### config.mk
export PLATFORM = sky130hd
export DESIGN_NAME = sar_seq
export DESIGN_NICKNAME = d
export VERILOG_FILES = /design/src/rtl/sar_seq_pkg.sv /design/src/rtl/sar_seq_timebase.sv /design/src/rtl/sar_seq_fsm.sv /design/src/rtl/sar_seq_sar.sv /design/src/rtl/sar_seq_out.sv /design/src/rtl/sar_seq.sv
export SDC_FILE = /design/constraint.sdc
export NUM_CORES = 1
export LEC_CHECK = 0
export ABC_AREA = 1
export BUFFER_PORTS_ARGS = -buffer_cell sky130_fd_sc_hd__buf_2
export CAP_MARGIN = 25
export CELL_PAD_IN_SITES_DETAIL_PLACEMENT = 1
export CELL_PAD_IN_SITES_GLOBAL_PLACEMENT = 1
export CORE_MARGIN = 2
export CORE_UTILIZATION = 44
export CTS_BUF_LIST = sky130_fd_sc_hd__clkbuf_8
export DETAILED_ROUTE_END_ITERATION = 8
export GPL_TIMING_DRIVEN = 1
export PLACE_DENSITY_LB_ADDON = 0.2
export SETUP_SLACK_MARGIN = 0.15
export SLEW_MARGIN = 25
export SYNTH_ARGS = -nofsm -noshare
export SYNTH_HDL_FRONTEND = slang
export SYNTH_SLANG_ARGS = --single-unit
### constraint.sdc
create_clock -name clk -period 2 [get_ports clk]
set_input_delay 0.4 -clock clk [delete_from_list [all_inputs] [get_ports clk]]
set_output_delay 0.4 -clock clk [all_outputs]
set_load 0.05 [all_outputs]
### src/rtl/sar_seq_pkg.sv
package sar_seq_pkg;
  typedef enum logic [1:0] {
    ST_IDLE  = 2'd0,
    ST_DELAY = 2'd1,
    ST_CONV  = 2'd2
  } sar_state_e;

  localparam int unsigned DIV_W = 2;
endpackage

### src/rtl/sar_seq_timebase.sv
module sar_seq_timebase #(
  parameter int unsigned CNT_W = 8
) (
  input  logic             clk,
  input  logic             rst_n,
  input  logic             load,
  input  logic [CNT_W-1:0] load_val,
  output logic             expired
);
  logic [CNT_W-1:0] cnt_q, cnt_d;

  always_comb begin
    cnt_d = cnt_q;
    if (load) begin
      cnt_d = load_val;
    end else if (cnt_q != '0) begin
      cnt_d = cnt_q - CNT_W'(1);
    end
  end

  always_ff @(posedge clk or negedge rst_n) begin
    if (!rst_n) begin
      cnt_q <= '0;
    end else begin
      cnt_q <= cnt_d;
    end
  end

  assign expired = (cnt_q == '0);
endmodule

### src/rtl/sar_seq_fsm.sv
module sar_seq_fsm
  import sar_seq_pkg::*;
#(
  parameter int unsigned NBITS      = 8,
  parameter int unsigned CNT_W      = 8,
  parameter int unsigned SLOT_W     = 4,
  parameter int unsigned INSTR_CLKS = 4,
  parameter int unsigned RC_DIV     = 6
) (
  input  logic              clk,
  input  logic              rst_n,
  input  logic              go_set,
  input  logic              go_clr,
  input  logic              clk_sel,
  input  logic [DIV_W-1:0]  div_sel,
  input  logic              expired,
  output sar_state_e        state,
  output logic [SLOT_W-1:0] slot,
  output logic              load,
  output logic [CNT_W-1:0]  load_val,
  output logic              start_conv,
  output logic              tick,
  output logic              done
);
  localparam logic [SLOT_W-1:0] LAST_SLOT = SLOT_W'(NBITS);
  localparam logic [CNT_W-1:0]  DLY_RC_M1 = CNT_W'(INSTR_CLKS);
  localparam logic [CNT_W-1:0]  RC_M1     = CNT_W'(RC_DIV - 1);

  sar_state_e        st_q, st_d;
  logic [SLOT_W-1:0] slot_q, slot_d;
  logic              rc_q, rc_d;
  logic [DIV_W-1:0]  div_q, div_d;
  logic [CNT_W-1:0]  period_m1;

  always_comb begin
    if (rc_q) begin
      period_m1 = RC_M1;
    end else begin
      period_m1 = (CNT_W'(2) << {div_q, 1'b0}) - CNT_W'(1);
    end
  end

  always_comb begin
    st_d       = st_q;
    slot_d     = slot_q;
    rc_d       = rc_q;
    div_d      = div_q;
    load       = 1'b0;
    load_val   = '0;
    start_conv = 1'b0;
    tick       = 1'b0;
    done       = 1'b0;
    unique case (st_q)
      ST_IDLE: begin
        if (go_set && !go_clr) begin
          st_d     = ST_DELAY;
          rc_d     = clk_sel;
          div_d    = div_sel;
          load     = 1'b1;
          load_val = clk_sel ? DLY_RC_M1 : '0;
        end
      end
      ST_DELAY: begin
        if (go_clr) begin
          st_d = ST_IDLE;
        end else if (expired) begin
          st_d       = ST_CONV;
          slot_d     = '0;
          load       = 1'b1;
          load_val   = period_m1;
          start_conv = 1'b1;
        end
      end
      ST_CONV: begin
        if (go_clr) begin
          st_d = ST_IDLE;
        end else if (expired) begin
          load     = 1'b1;
          load_val = period_m1;
          if (slot_q == LAST_SLOT) begin
            done = 1'b1;
            st_d = ST_IDLE;
          end else begin
            tick   = 1'b1;
            slot_d = slot_q + SLOT_W'(1);
          end
        end
      end
      default: st_d = ST_IDLE;
    endcase
  end

  always_ff @(posedge clk or negedge rst_n) begin
    if (!rst_n) begin
      st_q   <= ST_IDLE;
      slot_q <= '0;
      rc_q   <= 1'b0;
      div_q  <= '0;
    end else begin
      st_q   <= st_d;
      slot_q <= slot_d;
      rc_q   <= rc_d;
      div_q  <= div_d;
    end
  end

  assign state = st_q;
  assign slot  = slot_q;
endmodule

### src/rtl/sar_seq_sar.sv
module sar_seq_sar #(
  parameter int unsigned NBITS  = 8,
  parameter int unsigned SLOT_W = 4
) (
  input  logic              clk,
  input  logic              rst_n,
  input  logic              start_conv,
  input  logic              tick,
  input  logic [SLOT_W-1:0] slot,
  input  logic              cmp_in,
  output logic [NBITS-1:0]  code
);
  logic [NBITS-1:0] code_q, code_d;

  for (genvar i = 0; i < NBITS; i++) begin : g_bit
    localparam int unsigned K = NBITS - 1 - i;
    logic nb;
    always_comb begin
      nb = code_q[i];
      if (start_conv) begin
        nb = (i == NBITS - 1) ? 1'b1 : 1'b0;
      end else if (tick && slot == SLOT_W'(K)) begin
        nb = cmp_in;
      end else if (tick && (slot + SLOT_W'(1)) == SLOT_W'(K)) begin
        nb = 1'b1;
      end
    end
    assign code_d[i] = nb;
  end

  always_ff @(posedge clk or negedge rst_n) begin
    if (!rst_n) begin
      code_q <= '0;
    end else if (start_conv || tick) begin
      code_q <= code_d;
    end
  end

  assign code = code_q;
endmodule

### src/rtl/sar_seq_out.sv
module sar_seq_out #(
  parameter int unsigned NBITS = 8
) (
  input  logic             clk,
  input  logic             rst_n,
  input  logic             done,
  input  logic             flag_clr,
  input  logic [NBITS-1:0] code,
  output logic [NBITS-1:0] result,
  output logic             flag
);
  logic [NBITS-1:0] res_q;
  logic             flag_q, flag_d;

  always_comb begin
    flag_d = flag_q;
    if (done) begin
      flag_d = 1'b1;
    end else if (flag_clr) begin
      flag_d = 1'b0;
    end
  end

  always_ff @(posedge clk or negedge rst_n) begin
    if (!rst_n) begin
      res_q <= '0;
    end else if (done) begin
      res_q <= code;
    end
  end

  always_ff @(posedge clk or negedge rst_n) begin
    if (!rst_n) begin
      flag_q <= 1'b0;
    end else begin
      flag_q <= flag_d;
    end
  end

  assign result = res_q;
  assign flag   = flag_q;
endmodule

### src/rtl/sar_seq.sv
module sar_seq
  import sar_seq_pkg::*;
#(
  parameter int unsigned NBITS      = 8,
  parameter int unsigned INSTR_CLKS = 4,
  parameter int unsigned RC_DIV     = 6
) (
  input  logic             clk,
  input  logic             rst_n,
  input  logic             go_set,
  input  logic             go_clr,
  input  logic             clk_sel,
  input  logic [1:0]       div_sel,
  input  logic             cmp_in,
  input  logic             flag_clr,
  output logic             sample_en,
  output logic [NBITS-1:0] dac_code,
  output logic [NBITS-1:0] result,
  output logic             busy,
  output logic             flag
);
  localparam int unsigned SYS_MAX = 2 << (2 * ((1 << DIV_W) - 1));
  localparam int unsigned MAX_A   = (SYS_MAX > RC_DIV) ? SYS_MAX : RC_DIV;
  localparam int unsigned MAX_LEN = (MAX_A > INSTR_CLKS + 1) ? MAX_A : INSTR_CLKS + 1;
  localparam int unsigned CNT_W   = $clog2(MAX_LEN + 1);
  localparam int unsigned SLOT_W  = $clog2(NBITS + 1);

  sar_state_e        state;
  logic [SLOT_W-1:0] slot;
  logic              load, expired, start_conv, tick, done;
  logic [CNT_W-1:0]  load_val;

  sar_seq_fsm #(
    .NBITS(NBITS), .CNT_W(CNT_W), .SLOT_W(SLOT_W),
    .INSTR_CLKS(INSTR_CLKS), .RC_DIV(RC_DIV)
  ) u_fsm (
    .clk(clk), .rst_n(rst_n), .go_set(go_set), .go_clr(go_clr),
    .clk_sel(clk_sel), .div_sel(div_sel), .expired(expired),
    .state(state), .slot(slot), .load(load), .load_val(load_val),
    .start_conv(start_conv), .tick(tick), .done(done)
  );

  sar_seq_timebase #(.CNT_W(CNT_W)) u_tb (
    .clk(clk), .rst_n(rst_n), .load(load), .load_val(load_val),
    .expired(expired)
  );

  sar_seq_sar #(.NBITS(NBITS), .SLOT_W(SLOT_W)) u_sar (
    .clk(clk), .rst_n(rst_n), .start_conv(start_conv), .tick(tick),
    .slot(slot), .cmp_in(cmp_in), .code(dac_code)
  );

  sar_seq_out #(.NBITS(NBITS)) u_out (
    .clk(clk), .rst_n(rst_n), .done(done), .flag_clr(flag_clr),
    .code(dac_code), .result(result), .flag(flag)
  );

  assign busy      = (state != ST_IDLE);
  assign sample_en = (state == ST_IDLE);
endmodule

**Word level (Yosys, flattened, before mapping)**

Cells that the tools add are included.
W data, S select, Z words.

- Register bits: 34
- Logic and storage cells: 153
- Bits of input ports: 9

- Shifts and indexed selects: 1
- Add/sub/neg operators: 3
- Equality and inequality tests: 26
- Reductions and logical operators: 48
- Muxes and demuxes: 60

Operators by type and width:

| cell | count |
|---|---|
| $mux W8 | 6 |
| $mux W1 | 38 |
| $eq A4 B3 Y1 const B | 8 |
| $reduce_bool A3 Y1 | 8 |
| $mux W4 | 5 |
| $reduce_and A2 Y1 | 9 |
| $logic_and A1 B1 Y1 | 17 |
| $eq A4 B2 Y1 const B | 4 |
| $pmux W8 S2 | 1 |
| $mux W2 | 6 |
| $ne A2 B2 Y1 const B | 5 |
| $eq A4 B1 Y1 const B | 2 |
| $logic_not A4 Y1 | 2 |
| $logic_not A8 Y1 | 1 |
| $pmux W4 S2 | 1 |
| $reduce_bool A2 Y1 | 4 |
| $reduce_bool A8 Y1 | 1 |
| $shl A2 B3 Y8 const A | 1 |
| $sub A8 B1 Y8 const B | 1 |
| $sub A8 B2 Y8 const B | 1 |
| $ne A3 B3 Y1 const B | 2 |
| $pmux W2 S3 | 1 |
| $reduce_and A6 Y1 | 1 |
| $add A4 B1 Y4 const B | 1 |
| 12 further kinds | 12 |

**Logic depth before layout (Yosys ltp)**

- Depth after elaboration: 9
- Depth in mapped cells: 11
- Gate-level depth less buffers: 11

**Hierarchy**

Synthesis repeated with hierarchy kept, for this count alone.

- Cells, all modules: 277
- Area, all modules: 2034.5 sq um

Modules (own cells, without submodules):

| module | area each (sq um) | cells an instance | times used |
|---|---|---|---|
| sar_seq_fsm | 655.6 | 90 | 1 |
| sar_seq_timebase | 518.0 | 74 | 1 |
| sar_seq_sar | 504.2 | 71 | 1 |
| sar_seq_out | 341.6 | 38 | 1 |
| sar_seq | 15.0 | 4 | 1 |

**Worst setup path before layout**

OpenSTA, ideal clock, no wires.

- Kind: reg2reg
- Start point: reg u_fsm.st_q[0] (netlist: u_fsm.state[0])
- End point: reg u_tb.cnt_q[1]
- Stages on the path, launching flop included: 10
- Required time: 1.883 ns
- Library setup time: 0.117 ns
- Arrival time: 1.975 ns
- Setup slack: -0.092 ns
- Cell sequence: dfrtp_1 inv_1 ha_1 inv_1 nor2_4 nand2_2 nand3_2 inv_2 nand2_1 nand2_1

- Elaborated cells between the ends (all ways): 8

RTL lines:

| element | RTL line | RTL |
|---|---|---|
| start: declaration | sar_seq_fsm.sv:29 | `sar_state_e st_q, st_d;` |
| start signal: assignment | sar_seq_fsm.sv:100 | `st_q <= st_d;` |
| $logic_not A2 Y1 (*) | n/a |  |
| net sample_en | sar_seq.sv:16 | `output logic sample_en,` |
| $pmux W8 S2 or $pmux W1 S2 (tied branches) | sar_seq_fsm.sv:53 | `unique case (st_q)` |
| $mux W8 or $reduce_bool A2 Y1 (tied branches) | n/a |  |
| end signal: assignment | sar_seq_timebase.sv:25 | `cnt_q <= cnt_d;` |
| end: declaration | sar_seq_timebase.sv:10 | `logic [CNT_W-1:0] cnt_q, cnt_d;` |

Mark *: on every way through the listed nets, which the timed path passes. The rest lies on a longest branch.
A chain may end at the register's enable or synchronous reset.

**Worst setup path after layout**

- Start point: reg u_fsm.slot_q[0] (netlist: u_fsm.slot[0])
- End point: reg u_sar.code_q[4] (netlist: u_sar.code[4])

- Longest elaborated chain between the ends: 8
- Elaborated cells between the ends (all ways): 15

Ends and longest elaborated chain:

| element | RTL line | RTL |
|---|---|---|
| start: declaration | sar_seq_fsm.sv:30 | `logic [SLOT_W-1:0] slot_q, slot_d;` |
| start signal: assignment | sar_seq_fsm.sv:101 | `slot_q <= slot_d;` |
| $eq A4 B4 Y1 | sar_seq_fsm.sv:80 | `if (slot_q == LAST_SLOT) begin` |
| $mux W1 | sar_seq_fsm.sv:80 |  |
| $mux W1 | sar_seq_fsm.sv:77 | `end else if (expired) begin` |
| $mux W1 | sar_seq_fsm.sv:75 | `if (go_clr) begin` |
| $mux W1 | sar_seq_fsm.sv:53 |  |
| $logic_and A1 B1 Y1 (on tied branches) | sar_seq_sar.sv:24, sar_seq_sar.sv:22 |  |
| $reduce_bool A3 Y1 (no source line) or $mux W1 (tied branches) | n/a |  |
| $reduce_and A2 Y1 (no source line) or $mux W1 (tied branches) | n/a |  |
| end signal: assignment | sar_seq_sar.sv:35 | `code_q <= code_d;` |
| end: declaration | sar_seq_sar.sv:13 | `logic [NBITS-1:0] code_q, code_d;` |

Parallel ways exist; a longest one is shown, timed or not.

==> impl_metrics.py <==
metrics = {
    "run_status": {
        "status": "finished, final reports clean",
    },
    "finish": {
        "syn2layout_area_growth_pct": 15.4,
        "drive_gt1_share_pct": 24.9,
        "nNetsFinal": 341,
        "antenna_cells": 0,
        "final_area_um2": 2570,
    },
    "timing": {
        "clock_skew_ns": 0.0115,
        "setup_tns_ns": 0,
        "rsz0062_at_grt": "false",
        "setup_violations": 0,
        "finalMaxSlewViolations": 0,
        "slew_headroom_pct": 47.9,
        "tightestPinTransition_ns": 0.781,
        "hold_viol_final": 0,
        "min_period_over_period_pct": 87.6,
        "finalCriticalPeriod_ns": 1.75,
        "fmax_mhz": 570,
    },
    "setup_path": {
        "cp.required_ns": 2.19,
        "crit_top_cell": "nand2_1",
        "r2r_slack_ns": 0.25,
        "path_max_fanout": 6,
        "critPathKind": "reg2reg",
        "crit_path_cell_trace": "ha_1, xnor2_2, inv_1, nor2_1, nand2_1, nand2_1, nand2_1, nand2_1, nand2_1",
        "arrival_ns": 1.94,
        "timing.rr.start": "u_fsm.slot[0]",
        "cp_top_family": "simple AND/OR/NAND/NOR gates",
        "cp-start-kind": "flip-flop",
        "cpPeakStageDelay_ns": 0.45,
        "end_kind": "flip-flop",
        "r2r_cells": 9,
        "slowest_stage": "dfrtp_2",
        "rr_endpoint": "u_sar.code[4]",
        "cp_num_buf_inv": 1,
    },
    "floorplan": {
        "core_um2": 4820,
        "die_area_um2": 5650,
        "row_count": 25,
        "die_w_um": 75.1,
        "start_util_pct": 46.2,
        "die_h_um": 75.1,
        "ios": 28,
    },
    "routing": {
        "wirelength_mm": 5.47,
        "vias": 1922,
        "wl_per_cell_um": 14.1,
        "firstDrtPassIters": 4,
        "post-route-drc-count": 0,
        "routed_via_density": 4.95,
        "drtIter0Drc": 81,
        "ant_nets": 0,
    },
    "hold_path": {
        "hold_class": "in2async",
    },
    "logic_synthesis": {
        "ys_seq_area_share_pct": 38.2,
        "synth_area_per_cell_um2": 7.79,
        "synth_cell_types": 30,
        "synthCells": 286,
        "synth_area_leaders": "dfrtp_1, nand2_1, ha_1",
        "synthDominantAreaCellType": "dfrtp_1",
        "yosysWarnings": 0,
        "syn_nets": 307,
        "ys_ff_latch": 34,
        "synth_area_um2": 2230,
        "netlist.area_leader.share_pct": 38.2,
    },
    "placed_design": {
        "hpwl_mm": 3.99,
        "post_dp_cell_area_um2": 2430,
        "place_congestion": 0.889,
        "numPortBuffers": 27,
    },
    "grt": {
        "antenna_found_initial": 0,
        "grt_pass1_vias": 1933,
        "grt_max_degree": 35,
        "top_usage_layer": "met2",
        "gr-usage-met2_pct": 35.9,
        "grtUsageMet1_pct": 29.8,
        "overflow": 0,
        "grt_usage_pct": 21.7,
        "grtUsageMet3_pct": 3.61,
        "grt_pass1_wl_mm": 9.22,
    },
    "clock_network": {
        "clk_path_buf_depth": 2,
        "hold_buffers": 0,
        "clockRootBuffer": "clkbuf_8",
        "cts_tree": "built",
        "clock_sinks": 34,
        "htreeDepth": 2,
        "clk_pin_slew_ns": 0.08,
        "numCtsBuffers": 5,
        "clk_latency_ns": 0.29,
    },
    "power": {
        "p_per_area_nw_per_um2": 1390,
        "p_leak_nw": 1.31,
        "ir_drop_uv": 1040,
    },
    "job": {
        "maxCapViolCount": 0,
    },
}
stage by stage:
stage | power [mW] | setup slack [ns] | hold WS, ns | cells | util [%]
global route | 3.90 | 0.133 | 0.251 | 388 | 53.4
global placement | 2.88 | 0.296 | 0.460 | 377 | 50.4
detailed placement | 2.95 | 0.215 | 0.463 | 377 | 50.4
CTS | 3.53 | 0.199 | 0.218 | 385 | 52.3
finish | 3.58 | 0.247 | 0.183 | 388 | 53.4
floorplan | 2.56 | 0.198 | 0.104 | 286 | -
where the power goes:
group	internal (mW)	switching [mW]
Combinational	0.661	1.29
Sequential	0.875	0.209
Clock	0.273	0.271
placed cells by master, fill, tap and decap left out, drive strengths merged, types with 2 or more instances in the layout:
master,instances
ha,12
buf,30
nor2,24
xor2,4
xnor2,2
nand2,98
o21ai,20
nand4,4
nand3,23
nor3,6
clkbuf,6
a21oi,13
dfrtp,34
clkinv,3
inv,39
cell families after synthesis:
logic type / share of synthesized area [%]
AND/OR/NAND/NOR: 34.8
buffers and inverters: 8.82
AO/OA/AOI/OAI: 9.05
flip-flops: 38.2
adder cells (fa/ha/maj): 6.74
XOR/XNOR: 2.36
state kept, by name, summed over array words and instances (netlist names):
name          count
u_sar.code        8
u_fsm.rc_q        1
u_fsm.div_q       2
u_fsm.slot        4
u_tb.cnt_q        8
u_out.result      8
u_out.flag        1
u_fsm.state       2
what timing repair did:
| action | 4_1_cts | 5_1_grt |
|---|---|---|
| endpoints found under the setup margin | 0 | 17 |
| resized for setup | 0 | 6 |
| setup buffers | 0 | 3 |
cells in the mapped netlist, drive strengths merged:
cell type  count
inv           39
nor2          24
buf            3
o21ai         20
nor3           6
o22ai          1
nand3         23
nand2         98
xnor2          2
a21oi         13
ha            12
clkinv         2
xor2           4
nand4          4
dfrtp         34
or2            1
per-layer routing:
layer / vias up / routed length (µm)
met4: 0 / 55
met2: 32 / 2660
met3: 6 / 166
li1: 973 / -
met5: - / 0
met1: 911 / 2590
final cells by class:
type	instances	area [µm²]
inverter	41	166
clock buffer	6	82.6
tap	67	83.8
sequential	34	852
clock inverter	2	8.76
fill	648	2250
timing repair buffer	30	158
multi-input combinational	208	1220
worst register-to-register path, delay by kind of cell (launching register included):
kind | cells | cell delay, ns
fa+ha+maj | 1 | 0.25
buf+inv | 1 | 0.07
xor+xnor | 1 | 0.23
simple gates | 6 | 0.65
flops | 1 | 0.45
worst max path at each step:
| stage | start | endpoint | slack (ns) | depth (start not counted) |
|---|---|---|---|---|
| final | u_fsm.slot[0] | u_sar.code[4] | 0.25 | 9 |
| after global routing | u_fsm.slot[0] | u_sar.code[4] | 0.13 | 9 |
| after CTS | u_fsm.slot[0] | u_fsm.slot[0] | 0.20 | 8 |
| after detailed placement | u_fsm.slot[0] | u_fsm.slot[0] | 0.22 | 8 |
| after global placement | u_tb.cnt_q[0] | u_sar.code[0] | 0.30 | 9 |
| after floorplan | u_fsm.state[0] | u_tb.cnt_q[1] | 0.20 | 9 |
Power figures use the tool's default switching activity.
